## config.mk

```make
export PLATFORM = sky130hd
export DESIGN_NAME = fram_timing
export DESIGN_NICKNAME = d
export VERILOG_FILES = /design/src/rtl/fram_pkg.sv /design/src/rtl/fram_timing.sv
export SDC_FILE = /design/constraint.sdc
export NUM_CORES = 1
export LEC_CHECK = 0
export ABC_AREA = 0
export BUFFER_PORTS_ARGS = -buffer_cell sky130_fd_sc_hd__buf_4
export CAP_MARGIN = 20
export CELL_PAD_IN_SITES_DETAIL_PLACEMENT = 1
export CELL_PAD_IN_SITES_GLOBAL_PLACEMENT = 2
export CORE_MARGIN = 4
export CORE_UTILIZATION = 35
export CTS_BUF_LIST = sky130_fd_sc_hd__clkbuf_2 sky130_fd_sc_hd__clkbuf_4 sky130_fd_sc_hd__clkbuf_8
export CTS_CLUSTER_SIZE = 14
export DETAILED_ROUTE_END_ITERATION = 16
export PLACE_DENSITY_LB_ADDON = 0.1
export SLEW_MARGIN = 20
export SYNTH_ARGS = -nofsm -noshare
export SYNTH_HDL_FRONTEND = slang
export SYNTH_SLANG_ARGS = --single-unit
```

## constraint.sdc

```tcl
create_clock -name clk_i -period 2 [get_ports clk_i]
set_clock_uncertainty 0.2 [all_clocks]
set_input_delay 0.2 -clock clk_i [delete_from_list [all_inputs] [get_ports clk_i]]
set_output_delay 0.2 -clock clk_i [all_outputs]
set_load 0.005 [all_outputs]
```

## src/rtl/fram_pkg.sv

```systemverilog
`timescale 1ns/1ps
package fram_pkg;
  typedef struct packed {
    logic pc;
    logic ca;
    logic rc;
    logic wp;
    logic bus;
  } viol_t;

  function automatic int unsigned ns2cyc(int unsigned ns, int unsigned per);
    return (ns + per - 1) / per;
  endfunction
endpackage

```

## src/rtl/fram_timing.sv

```systemverilog
`timescale 1ns/1ps
module fram_timing
  import fram_pkg::*;
#(
  parameter int unsigned CLK_NS  = 5,
  parameter int unsigned T_PC_NS = 60,
  parameter int unsigned T_CA_NS = 70,
  parameter int unsigned T_RC_NS = 130,
  parameter int unsigned T_WP_NS = 40,
  parameter int unsigned T_CE_NS = 70
) (
  input  logic  clk_i,
  input  logic  rst_ni,
  input  logic  ce_ni,
  input  logic  oe_ni,
  input  logic  we_ni,
  input  logic  clr_i,
  output logic  ce_fall_o,
  output logic  oe_q_o,
  output logic  we_q_o,
  output logic  ready_o,
  output viol_t viol_o
);
  localparam int unsigned PC_CYC = ns2cyc(T_PC_NS, CLK_NS);
  localparam int unsigned CA_CYC = ns2cyc(T_CA_NS, CLK_NS);
  localparam int unsigned RC_CYC = ns2cyc(T_RC_NS, CLK_NS);
  localparam int unsigned WP_CYC = ns2cyc(T_WP_NS, CLK_NS);
  localparam int unsigned CE_CYC = ns2cyc(T_CE_NS, CLK_NS);
  localparam int unsigned MAXC   = (RC_CYC > CE_CYC) ? RC_CYC : CE_CYC;
  localparam int unsigned CW     = $clog2(MAXC + 2);

  typedef logic [CW-1:0] cnt_t;
  localparam cnt_t CMAX = '1;

  cnt_t hi_cnt, lo_cnt, cyc_cnt, wl_cnt;
  logic ce_q, oe_q, we_q;
  logic ce_fall, ce_rise, we_fall, we_rise;

  function automatic cnt_t sat_inc(cnt_t v);
    return (v == CMAX) ? v : v + 1'b1;
  endfunction

  assign ce_fall = ce_q & ~ce_ni;
  assign ce_rise = ~ce_q & ce_ni;
  assign we_fall = we_q & ~we_ni;
  assign we_rise = ~we_q & we_ni;

  always_ff @(posedge clk_i or negedge rst_ni) begin
    if (!rst_ni) begin
      ce_q    <= 1'b1;
      oe_q    <= 1'b1;
      we_q    <= 1'b1;
      hi_cnt  <= CMAX;   // first access after reset is never a precharge break
      lo_cnt  <= '0;
      cyc_cnt <= CMAX;
      wl_cnt  <= '0;
      viol_o  <= '0;
    end else begin
      ce_q <= ce_ni;
      oe_q <= oe_ni;
      we_q <= we_ni;

      if (ce_rise)             hi_cnt <= cnt_t'(1);
      else if (ce_q && ce_ni)  hi_cnt <= sat_inc(hi_cnt);

      if (ce_fall)             lo_cnt <= cnt_t'(1);
      else if (!ce_q && !ce_ni) lo_cnt <= sat_inc(lo_cnt);

      cyc_cnt <= ce_fall ? cnt_t'(1) : sat_inc(cyc_cnt);

      if (we_fall)             wl_cnt <= cnt_t'(1);
      else if (!we_q && !we_ni) wl_cnt <= sat_inc(wl_cnt);

      if (clr_i) begin
        viol_o <= '0;
      end else begin
        if (ce_fall && hi_cnt  < cnt_t'(PC_CYC)) viol_o.pc <= 1'b1;
        if (ce_fall && cyc_cnt < cnt_t'(RC_CYC)) viol_o.rc <= 1'b1;
        if (ce_rise && lo_cnt  < cnt_t'(CA_CYC)) viol_o.ca <= 1'b1;
        if (we_rise && wl_cnt  < cnt_t'(WP_CYC)) viol_o.wp <= 1'b1;
        if (!ce_ni && !oe_ni && !we_ni)          viol_o.bus <= 1'b1;
      end
    end
  end

  assign ce_fall_o = ce_fall;
  assign oe_q_o    = oe_q;
  assign we_q_o    = we_q;
  assign ready_o   = ~ce_q & (lo_cnt >= cnt_t'(CE_CYC));
endmodule

```

==> impl_metrics.env <==
export IMPL_synth_top_cells_by_count="nor2_1, dfrtp_1, dfstp_2, nand2_1"
export IMPL_grt_max_degree=29
export IMPL_drc=0
export IMPL_yosysTopAreaCellShare=0.265
export IMPL_syn_nets=150
export IMPL_cts_sinks=28
export IMPL_placedCellCount=199
export IMPL_grt_pass1_vias=1182
export IMPL_layout_setup_ws_ns=-0.00114
export IMPL_p_leak_nw=0.796
export IMPL_fmax_mhz=500
export IMPL_status="complete, but fails checks"
export IMPL_worstSetupPathType="reg -> reg"
export IMPL_synth_area_leaders="dfrtp_1, dfstp_2, ha_1"
export IMPL_crit_required_ns=2.02
export IMPL_core_rowCount=22
export IMPL_areaGrowthSynthToFinish_pct=24.5
export IMPL_die_h_um=71.6
export IMPL_ys_flop_type="dfrtp_1"
export IMPL_synth_seq_area_share=0.506
export IMPL_fillers=397
export IMPL_die_w_um=71.6
export IMPL_fp_dieArea_mm2=0.00513
export IMPL_clk_latency_ns=0.28
export IMPL_fin_crit_ns=2.00
export IMPL_num_vias=1110
export IMPL_regToRegEndpoint="lo_cnt[3]"
export IMPL_ir_drop_mv=0.501
export IMPL_slew_headroom=0.751
export IMPL_antenna_cells=0
export IMPL_grt_use_total=0.135
export IMPL_cp_depth=6
export IMPL_yosysTopAreaCell="dfrtp_1"
export IMPL_whs_ns=0.172
export IMPL_path_clk_slew_ns=0.10
export IMPL_cap_violations=0
export IMPL_cts_root_buffer="clkbuf_8"
export IMPL_grt_overflow=0
export IMPL_cts_tree="yes"
export IMPL_violations="negative setup slack"
export IMPL_post_synth_top_count_cell="nor2_1"
export IMPL_setup_viol=1
export IMPL_io_pins=15
export IMPL_ant_nets=0
export IMPL_r2r_start="lo_cnt[0]"
export IMPL_worst_pin_slew_ns=0.374
export IMPL_crit_end="lo_cnt[3]"
export IMPL_regToRegSetupSlack_ns=-0.001
export IMPL_reg2reg_depth=6
export IMPL_dp_hpwl_um=2210
export IMPL_min_period_over_period=1.00
export IMPL_firstDrtPassIters=4
export IMPL_min_path_type="in -> async"
export IMPL_cp_max_fo=3
export IMPL_crit_path_end_kind="flop"
export IMPL_crit_family="simple AND/OR/NAND/NOR gates"
export IMPL_grt_met2_usage=0.222
export IMPL_cts_max_level=1
export IMPL_synth_seq_cells=28
export IMPL_initial_core_util=0.376
export IMPL_viasPerCell=5.31
export IMPL_hold_viol=0
export IMPL_synth_edf_count=0
export IMPL_coreArea_mm2=0.00377
export IMPL_critPathBufInv=0
export IMPL_io_buffers=14
export IMPL_grt_pass1_wl_um=5550
export IMPL_numCtsBuffers=3
export IMPL_total_power_mw=1.52
export IMPL_crit_chain="ha_2 -> and3_4 -> ha_4 -> or3b_4 -> or3_4 -> a21oi_2"
export IMPL_final_layout_size_suffix_gt1_frac=0.286
export IMPL_syn_avg_cell_area_um2=10.5
export IMPL_gp_routability_congestion=0.794
export IMPL_drt_iter0_markers=34
export IMPL_antenna_found_initial=0
export IMPL_slowest_delay_ns=0.40
export IMPL_synthCells=135
export IMPL_critical_path_arrival_ns=2.02
export IMPL_ys_async_sr_fraction=1.00
export IMPL_yosys_cell_types_count=35
export IMPL_met3_usage=0.0365
export IMPL_rsz0062_at_grt="true"
export IMPL_grt_busiest_layer="met2"
export IMPL_crit_slowest_cell="dfrtp_1"
export IMPL_wirelength_um=3110
export IMPL_ys_warn_count=0
export IMPL_fin_nets=177
export IMPL_crit_start="lo_cnt[0]"
export IMPL_power_density_mw_per_mm2=863
export IMPL_final_cells=209
export IMPL_start_kind="flop"
export IMPL_globalRouteMet1Util=0.173
export IMPL_synth_area_mm2=0.00142
export IMPL_clk_path_buf_depth=2
export IMPL_slew_viol_final=0
export IMPL_post_drt_wl_per_cell_um=14.9
-- final cells by class --
| class | count | area, µm² | share of cell area |
|---|---|---|---|
| Clock buffer | 3 | 41.3 | 0.0234 |
| Clock inverter | 1 | 30.0 | 0.0170 |
| Inverter | 6 | 22.5 | 0.0128 |
| Multi-Input combinational cell | 98 | 692 | 0.392 |
| Sequential cell | 28 | 717 | 0.407 |
| Tap cell | 48 | 60.1 | 0.0341 |
| Timing Repair Buffer | 25 | 200 | 0.114 |
-- worst min path at each step --
stage           start        end  slack [ns]
2_1_floorplan  rst_ni  lo_cnt[0]       -0.30
3_3_place_gp   rst_ni  lo_cnt[3]       -0.05
3_5_place_dp   rst_ni  lo_cnt[0]       -0.05
4_1_cts        rst_ni  lo_cnt[4]        0.17
5_1_grt        rst_ni  lo_cnt[4]        0.20
6_report       rst_ni  lo_cnt[4]        0.17
-- report_power, final --
| group | internal [mW] | total (mW) | switching (mW) |
|---|---|---|---|
| Combinational | 0.156 | 0.293 | 0.137 |
| Sequential | 0.687 | 0.772 | 0.0848 |
| Clock | 0.268 | 0.455 | 0.187 |
-- cell usage in the layout, fill, tap and decap left out, drive strengths merged, types with 2 or more instances in the layout --
cell type,n
a21oi,7
a22o,3
a22oi,4
and3,4
buf,20
clkbuf,3
dfrtp,15
dfstp,13
dlygate4sd3,5
ha,9
inv,6
mux2i,6
nand2,10
nand4b,2
nor2,16
nor2b,6
nor3,2
o211ai,2
o21ai,9
o22a,2
xor2,2
-- what timing repair did --
action | 4_1_cts | 5_1_grt
hold buffers | 5 | 0
gates resized for setup | 0 | 4
pin swaps | 0 | 1
buffers inserted | 0 | 1
endpoints found under the hold margin | 39 | 0
endpoints found under the setup margin | 1 | 3
-- kinds of logic after synthesis --
| kind of cell | count (synthesis) | share of synthesized area |
|---|---|---|
| AOI/OAI and AO/OA | 32 | 0.148 |
| xor gates and xnor gates | 3 | 0.0186 |
| adders and majority gates | 9 | 0.0795 |
| buffers and inverters | 9 | 0.0292 |
| DFF | 28 | 0.506 |
| muxes | 6 | 0.0424 |
| and+or+nand+nor | 48 | 0.176 |
-- routing by layer --
layer  vias to the layer above  wire (µm)
met3                         4        115
met2                        16       1500
met5                         -          0
li1                        533          -
met1                       557       1470
met4                         0         33
-- sequential cells by signal, summed over array words and instances (netlist names) --
| signal | flops |
|---|---|
| wl_cnt | 5 |
| ce_q | 1 |
| lo_cnt | 5 |
| cyc_cnt | 5 |
| oe_q_o | 1 |
| we_q_o | 1 |
| hi_cnt | 5 |
| viol_o | 5 |
-- metrics by stage --
stage / utilization / setup TNS (ns) / worst slack (ns) / area (µm²)
after floorplan: - / -0.00929 / -0.00929 / 1440
after global placement: 0.430 / 0 / 0.0705 / 1620
after detailed placement: 0.430 / -0.0147 / -0.0147 / 1620
after CTS: 0.462 / -0.0175 / -0.0175 / 1740
after global routing: 0.467 / -0.0689 / -0.0643 / 1760
final: 0.467 / -0.00114 / -0.00114 / 1760
Note: power is estimated with default switching activity, not from simulation.
